### src/rtl/oc_pin_pkg.sv
package oc_pin_pkg;

  localparam int unsigned MODE_W = 2;

  typedef enum logic [MODE_W-1:0] {
    WG_NORMAL = 2'b00,
    WG_CTC    = 2'b01,
    WG_FAST   = 2'b10,
    WG_PHASE  = 2'b11
  } wave_e;

  typedef enum logic [MODE_W-1:0] {
    CO_OFF    = 2'b00,
    CO_TOGGLE = 2'b01,
    CO_CLEAR  = 2'b10,
    CO_SET    = 2'b11
  } com_e;

  typedef enum logic [1:0] {
    ACT_NONE,
    ACT_TOGGLE,
    ACT_CLEAR,
    ACT_SET
  } act_e;

  typedef struct packed {
    wave_e wave;
    com_e  com;
  } cfg_t;

  localparam cfg_t CFG_RESET = '{wave: WG_NORMAL, com: CO_OFF};

  function automatic logic is_pwm(input wave_e w);
    return (w == WG_FAST) || (w == WG_PHASE);
  endfunction

endpackage

### src/rtl/oc_cfg_reg.sv
module oc_cfg_reg
  import oc_pin_pkg::*;
(
  input  logic              clk,
  input  logic              rst,
  input  logic [MODE_W-1:0] wave_i,
  input  logic [MODE_W-1:0] com_i,
  output cfg_t              cfg_o
);

  always_ff @(posedge clk) begin
    if (rst) begin
      cfg_o <= CFG_RESET;
    end else begin
      cfg_o.wave <= wave_e'(wave_i);
      cfg_o.com  <= com_e'(com_i);
    end
  end

endmodule

### src/rtl/oc_action.sv
module oc_action
  import oc_pin_pkg::*;
(
  input  cfg_t cfg_i,
  input  logic match_i,
  input  logic down_i,
  input  logic bottom_i,
  input  logic force_i,
  output act_e act_o
);

  function automatic act_e direct_act(input com_e c);
    case (c)
      CO_TOGGLE: return ACT_TOGGLE;
      CO_CLEAR:  return ACT_CLEAR;
      CO_SET:    return ACT_SET;
      default:   return ACT_NONE;
    endcase
  endfunction

  // Inverting field (11) flips set/clear relative to non-inverting (10).
  logic inverting;
  logic pwm_active;

  assign inverting  = (cfg_i.com == CO_SET);
  assign pwm_active = (cfg_i.com == CO_CLEAR) || (cfg_i.com == CO_SET);

  always_comb begin
    act_o = ACT_NONE;
    case (cfg_i.wave)
      WG_NORMAL, WG_CTC: begin
        if (match_i || force_i) begin
          act_o = direct_act(cfg_i.com);
        end
      end
      WG_FAST: begin
        if (pwm_active) begin
          if (bottom_i) begin
            act_o = inverting ? ACT_CLEAR : ACT_SET;
          end else if (match_i) begin
            act_o = inverting ? ACT_SET : ACT_CLEAR;
          end
        end
      end
      WG_PHASE: begin
        if (pwm_active && match_i) begin
          if (down_i ^ inverting) begin
            act_o = ACT_SET;
          end else begin
            act_o = ACT_CLEAR;
          end
        end
      end
      default: act_o = ACT_NONE;
    endcase
  end

endmodule

### src/rtl/oc_flop.sv
module oc_flop
  import oc_pin_pkg::*;
(
  input  logic clk,
  input  logic rst,
  input  act_e act_i,
  output logic oc_d_o,
  output logic oc_q_o
);

  always_comb begin
    case (act_i)
      ACT_TOGGLE: oc_d_o = ~oc_q_o;
      ACT_CLEAR:  oc_d_o = 1'b0;
      ACT_SET:    oc_d_o = 1'b1;
      default:    oc_d_o = oc_q_o;
    endcase
  end

  always_ff @(posedge clk) begin
    if (rst) begin
      oc_q_o <= 1'b0;
    end else begin
      oc_q_o <= oc_d_o;
    end
  end

endmodule

### src/rtl/oc_pin_drive.sv
module oc_pin_drive
  import oc_pin_pkg::*;
(
  input  logic clk,
  input  logic rst,
  input  com_e com_i,
  input  logic oc_d_i,
  input  logic port_data_i,
  input  logic port_dir_i,
  output logic pin_out_o,
  output logic pin_oe_o
);

  logic take_over;

  assign take_over = (com_i != CO_OFF);

  always_ff @(posedge clk) begin
    if (rst) begin
      pin_out_o <= 1'b0;
      pin_oe_o  <= 1'b0;
    end else begin
      pin_out_o <= take_over ? oc_d_i : port_data_i;
      pin_oe_o  <= port_dir_i;
    end
  end

endmodule

### src/rtl/oc_pin_unit.sv
module oc_pin_unit
  import oc_pin_pkg::*;
(
  input  logic              clk,
  input  logic              rst,
  input  logic [MODE_W-1:0] wave_mode_i,
  input  logic [MODE_W-1:0] cmp_mode_i,
  input  logic              match_i,
  input  logic              count_down_i,
  input  logic              bottom_i,
  input  logic              force_i,
  input  logic              port_data_i,
  input  logic              port_dir_i,
  output logic              pin_out_o,
  output logic              pin_oe_o
);

  cfg_t              cfg_q;
  act_e              act;
  logic              oc_d;
  logic              oc_q;
  logic [MODE_W-1:0] com_q_bits;
  logic [MODE_W-1:0] wave_q_bits;

  assign com_q_bits  = cfg_q.com;
  assign wave_q_bits = cfg_q.wave;

  oc_cfg_reg i_cfg (
    .clk    (clk),
    .rst    (rst),
    .wave_i (wave_mode_i),
    .com_i  (cmp_mode_i),
    .cfg_o  (cfg_q)
  );

  oc_action i_act (
    .cfg_i    (cfg_q),
    .match_i  (match_i),
    .down_i   (count_down_i),
    .bottom_i (bottom_i),
    .force_i  (force_i),
    .act_o    (act)
  );

  oc_flop i_oc (
    .clk    (clk),
    .rst    (rst),
    .act_i  (act),
    .oc_d_o (oc_d),
    .oc_q_o (oc_q)
  );

  oc_pin_drive i_drv (
    .clk         (clk),
    .rst         (rst),
    .com_i       (cfg_q.com),
    .oc_d_i      (oc_d),
    .port_data_i (port_data_i),
    .port_dir_i  (port_dir_i),
    .pin_out_o   (pin_out_o),
    .pin_oe_o    (pin_oe_o)
  );

endmodule

### config.mk
export PLATFORM = sky130hd
export DESIGN_NAME = oc_pin_unit
export DESIGN_NICKNAME = d
export VERILOG_FILES = /design/src/rtl/oc_pin_pkg.sv /design/src/rtl/oc_cfg_reg.sv /design/src/rtl/oc_action.sv /design/src/rtl/oc_flop.sv /design/src/rtl/oc_pin_drive.sv /design/src/rtl/oc_pin_unit.sv
export SDC_FILE = /design/constraint.sdc
export NUM_CORES = 1
export LEC_CHECK = 0
export ABC_CLOCK_PERIOD_IN_PS = 1250
export BUFFER_PORTS_ARGS = -buffer_cell sky130_fd_sc_hd__buf_2
export CORE_AREA = 2 2 39 41
export CTS_CLUSTER_DIAMETER = 150
export CTS_CLUSTER_SIZE = 12
export DETAILED_ROUTE_END_ITERATION = 12
export DIE_AREA = 0 0 41 43
export GPL_TIMING_DRIVEN = 0
export PLACE_DENSITY = 0.53
export SYNTH_ARGS = -nofsm -noshare
export SYNTH_HDL_FRONTEND = slang
export SYNTH_HIERARCHICAL = 1
export SYNTH_SLANG_ARGS = --single-unit
### constraint.sdc
create_clock -name clk -period 1.25 [get_ports clk]
set_input_delay 0.25 -clock clk [delete_from_list [all_inputs] [get_ports clk]]
set_output_delay 0.25 -clock clk [all_outputs]
set_load 0.02 [all_outputs]
==> metrics.cfg <==
[sta]
hold_slack_ns = 0.2106
setup_tns_ns = -0.1298
fin_ws_ns = -0.1037
skew_ns = 0.0007285
post-route-min-period_ns = 1.354
rsz0062_at_grt = yes
finalHoldViolCount = 0
max_slew.worst_pin.slew_ns = 0.1718
maxSlewHeadroom_pct = 88.52
fin_crit_sh_pct = 108.3
slew_viol_final = 0
timing.fmax_mhz = 738.7
setup_violations = 2

[yosys]
ys_seq_elements = 7
synth.top_cells.by_area = dfxtp_1 (42%), nor2b_1 (9.5%), mux2_4 (4.5%)
syn_area_um2 = 330.3
synth_area_leader_cell = dfxtp_1
ys_seq_area_share_pct = 42.42
netlist.area_leader.share_pct = 42.42
synthArstFlopShare_pct = 0
synth_commonest_cells = dfxtp_1 (7), nor2b_1 (5), nor2_1 (3)
synth_edf_count = 0
synth_nets = 45
yosysWarnings = 6
synthFlopType = dfxtp_1
synth_cell_type_count = 19
yosysMostFrequentCell = dfxtp_1
avgSynthCellArea_um2 = 10.01
syn_inst = 33

[placed_design]
pre_cts_ws_ns = -0.1570
hpwlAfterDp_um = 464.5
routabilityCongestion = 0.6909
portBuffers = 13
dpl.cell_count = 62

[critical_path]
endpoint_kind = flip-flop
r2r_setup_slack_ns = -0.10
cp-start-kind = flip-flop
worstSetupPathType = flip-flop to flip-flop
crit_arrival_ns = 1.49
path_max_fanout = 5
cp.required_ns = 1.38

[outcome]
status = finished with violations
violations = setup timing

[power]
powerDensity_nw_per_um2 = 1102
leakagePower_nw = 0.2116
vdd_drop_max_v = 0.0004018

[cts]
numCtsBuffers = 3
cts_tree = built
cts_max_level = 1
cts_sinks = 7
cts_root_buf = clkbuf_4
insertion_delay_ns = 0.24
cts_buffer_depth = 2
clk_pin_slew_ns = 0.05

[die]
initial_core_util_pct = 23.87
ios = 14
die_y_um = 43
die_area_um2 = 1763
coreArea_um2 = 1384
die_x_um = 41
rows = 14

[routing]
via_per_inst = 4.433
drt_pass1_iterations = 1
postRouteAntennaNets = 0
vias = 297
drt-initial-drc-count = 0
wl_per_cell_um = 8.896
drcViolationCount = 0
routed_wl_um = 596

[final_layout]
antenna_cells = 0
drive_gt1_share_pct = 52.94
post-route-util_pct = 34.54
stdcell_count = 67
layout.nets = 64
syn2layout_area_growth_pct = 44.70

[global_routing]
overflow = 0
gr-usage-all-layers_pct = 8.569
grt_max_degree = 9
grt_pass1_vias = 264
antenna_found_initial = 0
grt_pass1_wl_um = 959

[flow_run]
drv_cap = 0

[min_path]
hp-class = input pin to flip-flop

==> report_power, final <==
part / internal [mW] / switching (mW)
registers: 0.237 / 0.0128
logic: 0.0455 / 0.0328
clock network: 0.121 / 0.0768
total: 0.404 / 0.122
==> final timing paths <==
kind,from,endpoint,depth (start not counted)
worst min register to register,i_oc/oc_q_o,i_oc/oc_q_o,2
worst max-delay path,i_cfg/cfg_o[3],i_oc/oc_q_o,5
worst min-delay path,cmp_mode_i[0],i_cfg/cfg_o[0],2
worst max register to register,i_cfg/cfg_o[3],i_oc/oc_q_o,5
==> layer usage <==
metal  GRT usage [%]  part of all wire, %  wire length (um)  vias up
li1                -                    -                 -      153
met1           9.772                   43               256      134
met2           11.56                   49               293       10
met3           1.571                  7.7                46        0
met4           10.00                    0                 0        0
met5               0                    0                 0        -
==> layout by cell type (no fill, tap or decap), types with 2 or more instances in the layout <==
cell type,instances
clkbuf_4,3
nor2b_1,5
buf_2,13
a21oi_1,2
dfxtp_2,3
nand2b_4,2
nor2_1,3
dfxtp_1,3
==> area by class of cell <==
cell class                 count  area [um^2]
fill                         159        905.9
timing repair buffer          14        72.57
clock buffer                   4        26.28
tap                           16        20.02
multi-input combinational     26        211.5
sequential                     7        147.6
==> stage by stage <==
stage | total power, mW | area, um^2
final | 0.5268 | 478.0
after global routing | 0.5594 | 478.0
after CTS | 0.5391 | 470.5
after detailed placement | 0.3247 | 416.7
after global placement | 0.3234 | 416.7
after floorplan | 0.2933 | 331.6
==> what timing repair did <==
item / 4_1_cts / 5_1_grt
setup buffers: 1 / 0
pin swaps: 3 / 0
setup endpoints to repair: 2 / 2
hold buffers: 0 / 0
resized for setup: 7 / 1
==> worst max-delay path: stages (launching register included) <==
cell     delay (ns)
dfxtp_2        0.34
nand4_4        0.10
o22ai_1        0.08
a211o_1        0.30
and2b_1        0.17
mux2_4         0.25
==> state kept, by name, summed over array words and instances, names as in the netlist <==
| signal | flops |
|---|---|
| i_cfg/cfg_o | 4 |
| i_oc/oc_q_o | 1 |
| i_drv/pin_out_o | 1 |
| i_drv/pin_oe_o | 1 |
==> cell families (layout without fill, tap and decap cells) <==
kind of cell	count (synthesis)	count (layout)	synth area share [%]
XOR/XNOR	1	1	2.652
buffers and inverters	0	18	0
multiplexers	1	1	4.544
flip-flops	7	7	42.42
AO/OA/AOI/OAI	7	7	13.64
AND/OR/NAND/NOR	17	17	36.74
Note: power is estimated with default switching activity, not from simulation.
